==> src/rtl/const_adder.sv <==
module const_adder #(
  parameter int W = 8,
  parameter logic [W-1:0] ADDEND = 8'h2C
) (
  input  logic [W-1:0] opnd,
  output logic [W-1:0] sum,
  output logic         carry_out
);

  function automatic int lowest_one(input logic [W-1:0] v);
    int pos;
    pos = W;
    for (int b = W - 1; b >= 0; b--)
      if (v[b]) pos = b;
    return pos;
  endfunction

  localparam int LOW = lowest_one(ADDEND);

  logic [W:0] cy;
  assign cy[0] = 1'b0;

  for (genvar i = 0; i < W; i++) begin : g_bit
    if (i < LOW) begin : g_wire
      assign sum[i]  = opnd[i];
      assign cy[i+1] = cy[i];
    end else if (ADDEND[i]) begin : g_mha
      assign sum[i]  = ~(opnd[i] ^ cy[i]);
      assign cy[i+1] = opnd[i] | cy[i];
    end else begin : g_ha
      assign sum[i]  = opnd[i] ^ cy[i];
      assign cy[i+1] = opnd[i] & cy[i];
    end
  end

  assign carry_out = cy[W];

endmodule

==> config.mk <==
export PLATFORM = sky130hd
export DESIGN_NAME = const_adder
export DESIGN_NICKNAME = d
export VERILOG_FILES = /design/src/rtl/const_adder.sv
export SDC_FILE = /design/constraint.sdc
export NUM_CORES = 1
export LEC_CHECK = 0
export BUFFER_PORTS_ARGS = -buffer_cell sky130_fd_sc_hd__buf_2
export CAP_MARGIN = 5
export CORE_AREA = 2 2 39 41
export DETAILED_ROUTE_END_ITERATION = 10
export DIE_AREA = 0 0 41 43
export GPL_TIMING_DRIVEN = 0
export PLACE_DENSITY_LB_ADDON = 0.3
export SETUP_SLACK_MARGIN = 0.15
export SYNTH_ARGS = -nofsm -noshare
export SYNTH_HDL_FRONTEND = slang
export SYNTH_SLANG_ARGS = --single-unit
==> constraint.sdc <==
create_clock -name vclk -period 2.3
set_input_delay 0.575 -clock vclk [all_inputs]
set_output_delay 0.575 -clock vclk [all_outputs]
set_load 0.05 [all_outputs]
# After elaboration in Yosys (flattened, before gate mapping)
# Cells that the tools add are included.
[word_totals]
register_bits = 0
input_bits = 8
output_inout_bits = 9
word_cells = 13
[op_classes]
bitwise_logic = 13
[ops]
columns = ["operator", "n"]
rows = [
  ["bitwise XOR 1 bit", 5],
  ["bitwise AND 1 bit", 3],
  ["inverter 1 bit", 3],
  ["OR 1 bit", 2],
]

# Depth between registers and ports, before layout
# Gate-level depths: netlist (run 1).
[logic_depth]
word_depth = 5
ltp_mapped = 9
mapped_depth_nobuf = 9

# Least setup slack after synthesis (run 1)
# OpenSTA, ideal clock, no wires.
[synth_timing]
kind = "input to output"
startpoint = "input port opnd[2]"
endpoint = "output port sum[7]"
arrival_time_ns = 2.213
required_ns = 1.725
setup_slack_ns = -0.488
path_stages = 9
n_path_buf = 0
path_cell_list = "inv_1 ha_1 inv_1 ha_1 inv_1 ha_1 inv_1 ha_1 ha_1"
[synth_via]
elab_chain_len = 5
[synth_lines]
columns = ["item", "line_no", "text"]
rows = [
  ["start: declaration", "5", "input logic [W-1:0] opnd,"],
  ["OR 1 bit", "29", "assign cy[i+1] = opnd[i] | cy[i];"],
  ["bitwise AND 1 bit", "32", "assign cy[i+1] = opnd[i] & cy[i];"],
  ["OR 1 bit", "29", ""],
  ["bitwise AND 1 bit", "32", ""],
  ["bitwise XOR 1 bit", "31", "assign sum[i] = opnd[i] ^ cy[i];"],
  ["end: declaration", "6", "output logic [W-1:0] sum,"],
]
# No other way between the ends.

# Worst setup path in the final report (run 1)
# Same ends and word-level chain as after synthesis.

==> metrics.sh, run 1 <==
STATUS='complete, but fails checks'
VIOLATIONS='negative setup slack'
VIAS_PER_CELL=3.17
SYN_AREA_PER_CELL_SQ_UM=7.17
MIN_TO='sum[0]'
COMB_POWER_SHARE_PCT=100.0
ANTENNA_VIOLATIONS_BEFORE_REPAIR=0
CRITPATHREQUIREDTIME_PS=1730
FINAL_CELL_AREA_SQ_UM=325
NET_COUNT_REPORTED_AT_FINISH=45
IO_PINS=17
ACHIEVABLE-FREQUENCY_MHz=424
FINAL.SETUP.TNS_PS=-58.8
CLOCK_BUFFER_INSTANCE_COUNT_OF_THE_FINAL_LAYOUT=0
DPL-INSTANCE-AREA_SQ_UM=273
LAYOUT-DRIVE-GT1-SHARE_PCT=93.3
DETAILED_ROUTE_ITER0_VIOLATIONS=0
SETUP_REPAIR_AFTER_GLOBAL_ROUTING_MISSED_ITS_MARGIN='true'
CORE-AREA_SQ_MM=0.00138
CAP_VIOL_MAX_COUNT=0
TOTAL_LEAKAGE_POWER_nW=0.149
DETAIL_ROUTE.WL_PER_CELL_MICRONS=6.83
FULL_DIE_AREA_SQ_MM=0.00176
YS.WARNINGS.COUNT=0
ANTENNADIODECOUNT=0
SYN-CELL-AREA_SQ_UM=108
FIN_WS_PS=-58.8
N_FILL_CELL=148
NUMBER_OF_BUFFER_CELLS_ADDED_ON_PRIMARY_PORTS=15
POSTROUTEANTENNANETS=0
WIRELENGTH_MICRONS=314
START_UTIL_PCT=7.78
FINAL_HOLD_VIO_COUNT=0
MAXIMUM_NUMBER_OF_PINS_ON_ONE_NET_BEFORE_GLOBAL_ROUTE_REPAIR=3
FINISH.UTILIZATION_PCT=23.5
DETAILEDPLACEMENTHPWL_MICRONS=301
KIND_OF_PATH_BEHIND_THE_TIGHTEST_HOLD_CHECK='in -> out'
GLOBAL_ROUTE.OVERFLOW_TOTAL=0
DESIGN.SEQ.COUNT=0
SEQ_AREA_SQ_UM=0
FP.DIEW_MICRONS=41
PERIOD_NEEDED_PS=2360
POWER.DENSITY_CELL_AREA_mW_PER_MM2=363
PLACE_CONGESTION=0.578
TIMING.HOLD.WORST.START='opnd[0]'
WORST-SETUP-PATH-TYPE='in -> out'
YOSYS-TOP-CELLS-AREA='sky130_fd_sc_hd__ha_1 (58%), sky130_fd_sc_hd__inv_1 (28%), sky130_fd_sc_hd__buf_4 (14%)'
INTPOWER_mW=0.0465
POST-SYNTH-TOP-AREA-CELL='sky130_fd_sc_hd__ha_1'
FLOW.AREA_GROWTH_FROM_SYNTHESIS_PCT=202
YOSYSMOSTFREQUENTCELL='sky130_fd_sc_hd__inv_1'
POWER.CLOCK.FRACTION_PCT=0
FIRST_GLOBAL_VIAS=153
TIMING.FINAL.MAX_SLEW_VIOLATIONS=0
WORST_EP_ARRIVAL_TIME_PS=1780
TIMING.SLEW.HEADROOM_PCT=83.5
SYNTH.CELLS.MOST_FREQUENT='sky130_fd_sc_hd__inv_1 (8), sky130_fd_sc_hd__ha_1 (5), sky130_fd_sc_hd__buf_4 (2)'
WORST_SETUP_PATH_STARTPOINT='opnd[2]'
TIMING.CRITICAL_PATH.FROM_TYPE='input port'
POWER.IR.VDD_WORST_uV=143
FLOORPLAN.ROWS=14
VIAS=146
HOLD_CRITICAL_PATH_DEPTH=2
WORSTMARGINPINSLEW_PS=249
FINAL_SETUP_FAILS=1
SYNTHESIS.INSTANCES=15
WORST-PATH-MAX-FANOUT=2
GRT_PASS1_WL_MICRONS=531
SYNTH_SEQ_AREA_SHARE_PCT=0
END_KIND='output port'
FINAL.PERIOD_UTILIZATION_PCT=103
TOTAL_ITERATIONS_OF_THE_FIRST_DETAILED_ROUTING_RUN=1
TOTAL_SWITCHING_POWER_mW=0.0714
SEQUENTIAL_CELL_FRACTION_OF_TOTAL_POWER_PCT=0
DETAIL_ROUTE.DRC_VIOLATIONS=0
OVERALL_DIE_HEIGHT_MICRONS=43
POWER.SWITCHING_FRACTION_PCT=60.6
GLOBAL_ROUTE.USAGE.TOTAL_PCT=4.20
SYNTH_TOP_CELL_AREA_SHARE_PCT=58.1
SYN_NETS=28
YOSYSUNIQUECELLTYPES=3
[power by group through the flow]
stage	combinational (mW)	clock (mW)	sequential, mW
finish	0.118	0	0
detailed placement	0.0965	0	0
global route	0.127	0	0
global placement	0.0957	0	0
CTS	0.120	0	0
floorplan	0.0889	0	0
[what timing repair did]
action	4_1_cts	5_1_grt
setup buffers	0	0
gates resized for setup	15	0
hold buffers	0	0
pin swaps	1	0
setup endpoints to repair	4	4
[metrics by stage]
stage | total power [mW] | cells | hold slack, ps | setup WS, ps
after detailed placement | 0.0965 | 46 | 1450 | -196
after floorplan | 0.0889 | 15 | 1320 | -107
after CTS | 0.120 | 46 | 1460 | -66.4
after global routing | 0.127 | 46 | 1460 | -112
final | 0.118 | 46 | 1450 | -58.8
after global placement | 0.0957 | 46 | 1450 | -186
[routing by layer]
metal  part of all wire, %  vias up  GRT usage [%]
li1                      -       70              -
met1                    33       59           3.80
met2                    34       17           7.50
met3                    32        0           3.14
met4                     0        0              0
met5                     0        -              0
[critical path, cell delays in order]
cell and delay, ps:
sky130_fd_sc_hd__buf_6 90, sky130_fd_sc_hd__clkinvlp_4 70, sky130_fd_sc_hd__ha_4 120, sky130_fd_sc_hd__inv_2 30, sky130_fd_sc_hd__ha_4 140, sky130_fd_sc_hd__inv_2 60, sky130_fd_sc_hd__ha_4 110, sky130_fd_sc_hd__inv_2 40
sky130_fd_sc_hd__ha_4 150, sky130_fd_sc_hd__ha_4 260, sky130_fd_sc_hd__buf_8 130
[layout by cell type (no fill, tap or decap)]
cell,Yosys,layout
sky130_fd_sc_hd__buf_4,2,2
sky130_fd_sc_hd__inv_1,8,2
sky130_fd_sc_hd__buf_6,0,2
sky130_fd_sc_hd__clkinvlp_4,0,2
sky130_fd_sc_hd__buf_2,0,9
sky130_fd_sc_hd__inv_2,0,4
sky130_fd_sc_hd__ha_4,0,5
sky130_fd_sc_hd__buf_8,0,4
[how the worst max path moves through the flow]
stage	endpoint	cells past startpoint	slack (ps)
3_3_place_gp	sum[7]	11	-190
5_1_grt	sum[7]	11	-110
3_5_place_dp	sum[7]	11	-200
2_1_floorplan	sum[7]	9	-110
6_report	sum[7]	11	-60
4_1_cts	sum[7]	11	-70
[layout make-up]
class / instances / area, sq um / share of cell area (%)
buffer: 2 / 15.0 / 4.62
inverter: 8 / 37.5 / 11.5
multi-input combinational: 5 / 125 / 38.5
tap: 16 / 20.0 / 6.15
timing repair buffer: 15 / 128 / 39.2
[kinds of logic (layout without fill, tap and decap cells)]
family                     Yosys count  after routing  synth area share (%)
adders and majority gates            5              5                  58.1
buffers and inverters               10             25                  41.9
Power figures use the tool's default switching activity.
==> inputs of run 2 (changes only) <==
--- a/config.mk
+++ b/config.mk
@@ -11,7 +11,6 @@
 export DETAILED_ROUTE_END_ITERATION = 10
 export DIE_AREA = 0 0 41 43
 export GPL_TIMING_DRIVEN = 0
-export PLACE_DENSITY_LB_ADDON = 0.3
 export SETUP_SLACK_MARGIN = 0.15
 export SYNTH_ARGS = -nofsm -noshare
 export SYNTH_HDL_FRONTEND = slang
==> run 2 against run 1 <==
Setup slack better by 4.6 ps. Highest routed layer unchanged. Die area unchanged. First-iteration DRC count unchanged. Critical path type unchanged. The run still ends with negative setup slack left. Largest cell class unchanged. Non-clock buffer count stayed put. Count of clock-buffer cells in the layout did not move. Power up 0.39%. Flip-flop and latch count unchanged. Critical path depth did not move. Fmax increased by 0.20%.
==> metrics.sh, run 2 (synthesis results as in run 1) <==
MET2_LENGTH_MICRONS=150  # was 106 microns
MAXIMUM_NUMBER_OF_PINS_ON_ONE_NET_BEFORE_GLOBAL_ROUTE_REPAIR=3  # unchanged
MAXUSEDROUTINGLAYER='met3'  # unchanged
INTPOWER_mW=0.0470  # was 0.0465 mW
FP.DIEW_MICRONS=41  # unchanged
FIN_WS_PS=-54.2  # was -58.8 ps
FIRST_GLOBAL_VIAS=137  # was 153
DESIGN.SEQ.COUNT=0  # unchanged
FLOW.AREA_GROWTH_FROM_SYNTHESIS_PCT=202  # unchanged
POST_CTS_HOLD_BUFFER_COUNT=0  # unchanged
FINAL.PERIOD_UTILIZATION_PCT=102  # was 103%
VIAS=141  # was 146
IO_PINS=17  # unchanged
POST_CTS.REPAIR.SETUP_BUFFERS=0  # unchanged
LAYOUT-DRIVE-GT1-SHARE_PCT=93.3  # unchanged
HOLD_CRITICAL_PATH_DEPTH=2  # unchanged
WORST-SETUP-PATH-TYPE='in -> out'  # unchanged
CRITICAL_PATH_TOP_DELAY_CELL='sky130_fd_sc_hd__ha_4'  # unchanged
POWER.IR.VDD_WORST_uV=119  # was 143 uV
GLOBAL_ROUTE.USAGE.TOTAL_PCT=3.60  # was 4.20%
SEQ_AREA_SQ_UM=0  # unchanged
P_TOTAL_mW=0.118  # about the same
PERIOD_NEEDED_PS=2350  # was 2360 ps
DETAIL_ROUTE.WL_PER_CELL_MICRONS=6.57  # was 6.83 microns
FULL_DIE_AREA_SQ_MM=0.00176  # unchanged
TIMING.SLEW.HEADROOM_PCT=83.6  # was 83.5%
ACHIEVABLE-FREQUENCY_MHz=425  # was 424 MHz
TOTAL_LEAKAGE_POWER_nW=0.149  # unchanged
FLOORPLAN.ROWS=14  # unchanged
MET3ROUTEDLENGTH_MICRONS=41  # was 102 microns
GLOBAL_ROUTE.OVERFLOW_TOTAL=0  # unchanged
KIND_OF_PATH_BEHIND_THE_TIGHTEST_HOLD_CHECK='in -> out'  # unchanged
WORSTMARGINPINSLEW_PS=248  # was 249 ps
ANTENNA_VIOLATIONS_BEFORE_REPAIR=0  # unchanged
STATUS='complete, but fails checks'  # unchanged
WORST-PATH-MAX-FANOUT=2  # unchanged
POWER.SWITCHING_FRACTION_PCT=60.3  # was 60.6%
CP_COMMON_CELL='sky130_fd_sc_hd__ha_4'  # unchanged
CRITPATHREQUIREDTIME_PS=1730  # about the same
START_UTIL_PCT=7.78  # unchanged
DPL-INSTANCE-AREA_SQ_UM=273  # unchanged
CRIT_CHAIN='buf_6 > clkinvlp_4 > ha_4 > inv_2 > ha_4 > inv_2 > ha_4 > inv_2 > ha_4 > ha_4 > buf_8'  # unchanged
CAP_VIOL_MAX_COUNT=0  # unchanged
TOTAL_SWITCHING_POWER_mW=0.0714  # about the same
POSTROUTEANTENNANETS=0  # unchanged
END_KIND='output port'  # unchanged
FINAL_HOLD_VIO_COUNT=0  # unchanged
TIMING.FINAL.MAX_SLEW_VIOLATIONS=0  # unchanged
FINAL_CELL_AREA_SQ_UM=325  # unchanged
FINAL_SETUP_FAILS=1  # unchanged
TIMING.CRITICAL_PATH.FROM_TYPE='input port'  # unchanged
ANTENNADIODECOUNT=0  # unchanged
WIRELENGTH_MICRONS=302  # was 314 microns
COMB_POWER_SHARE_PCT=100.0  # about the same
DETAIL_ROUTE.DRC_VIOLATIONS=0  # unchanged
MOSTFREQUENTLAYOUTCELLS='sky130_fd_sc_hd__buf_2 (9), sky130_fd_sc_hd__ha_4 (5), sky130_fd_sc_hd__inv_2 (4), sky130_fd_sc_hd__buf_8 (4)'  # unchanged
SEQUENTIAL_CELL_FRACTION_OF_TOTAL_POWER_PCT=0  # about the same
NET_COUNT_REPORTED_AT_FINISH=45  # unchanged
WORST_EP_ARRIVAL_TIME_PS=1780  # about the same
OVERALL_DIE_HEIGHT_MICRONS=43  # unchanged
NUMBER_OF_BUFFER_CELLS_ADDED_ON_PRIMARY_PORTS=15  # unchanged
POWER.CLOCK.FRACTION_PCT=0  # about the same
CLOCK_BUFFER_INSTANCE_COUNT_OF_THE_FINAL_LAYOUT=0  # unchanged
TOTAL_ITERATIONS_OF_THE_FIRST_DETAILED_ROUTING_RUN=1  # unchanged
FINALHOLDWORSTSLACK_PS=1450  # about the same
CRITPATHMAXSTAGEDELAY_PS=260  # about the same
DETAILED_ROUTE_ITER0_VIOLATIONS=0  # unchanged
ROUTE.LAYER.MET1.WL_MICRONS=109  # was 105 microns
GRT_PASS1_WL_MICRONS=476  # was 531 microns
SETUP_REPAIR_AFTER_GLOBAL_ROUTING_MISSED_ITS_MARGIN='true'  # unchanged
FINAL.SETUP.TNS_PS=-54.2  # was -58.8 ps
VIAS_PER_CELL=3.07  # was 3.17
PLACE_CONGESTION=0.518  # was 0.578
POWER.DENSITY_CELL_AREA_mW_PER_MM2=364  # was 363 mW/mm^2
CORE-AREA_SQ_MM=0.00138  # unchanged
VIOLATIONS='negative setup slack'  # unchanged
MOSTFREQUENTLAYOUTCELL='sky130_fd_sc_hd__buf_2'  # unchanged
-- run 2: layer usage --
metal,vias to the layer above,track usage [%]
met5,-,0
met4,0,0
met3,0,0
met2,13,7.19
met1,58,4.11
li1,70,-
-- run 2: final timing paths --
| check | from | endpoint |
|---|---|---|
| min | opnd[0] | sum[0] |
| max | opnd[2] | sum[7] |
-- run 2: through the flow --
| step | util (%) | cells | setup WS [ps] |
|---|---|---|---|
| final | 23.5 | 46 | -54.2 |
| after global routing | 23.5 | 46 | -99.8 |
| after CTS | 23.2 | 46 | -60.3 |
| after detailed placement | 19.7 | 46 | -204 |
| after global placement | 19.7 | 46 | -175 |
| after floorplan | - | 15 | -107 |
-- run 2: power by group through the flow --
stage               registers (mW)  clock network, mW  logic (mW)
floorplan                        0                  0      0.0889
global placement                 0                  0      0.0943
detailed placement               0                  0      0.0966
CTS                              0                  0       0.117
global route                     0                  0       0.126
finish                           0                  0       0.118
-- run 2: critical path: cells and delay by family --
kind	cells	cell delay [ps]
adder cells (fa/ha/maj)	5	780
buffers and inverters	6	410
-- run 2: layout make-up --
class                      count  area [sq um]
buffer                         2          15.0
multi-input combinational      5           125
timing repair buffer          15           128
fill                         149          1060
tap                           16          20.0
inverter                       8          37.5
-- run 2: what timing repair did --
item,CTS,global route
gates resized for setup,14,1
endpoints found under the setup margin,4,4
pin swaps,1,0
gates cloned,0,0
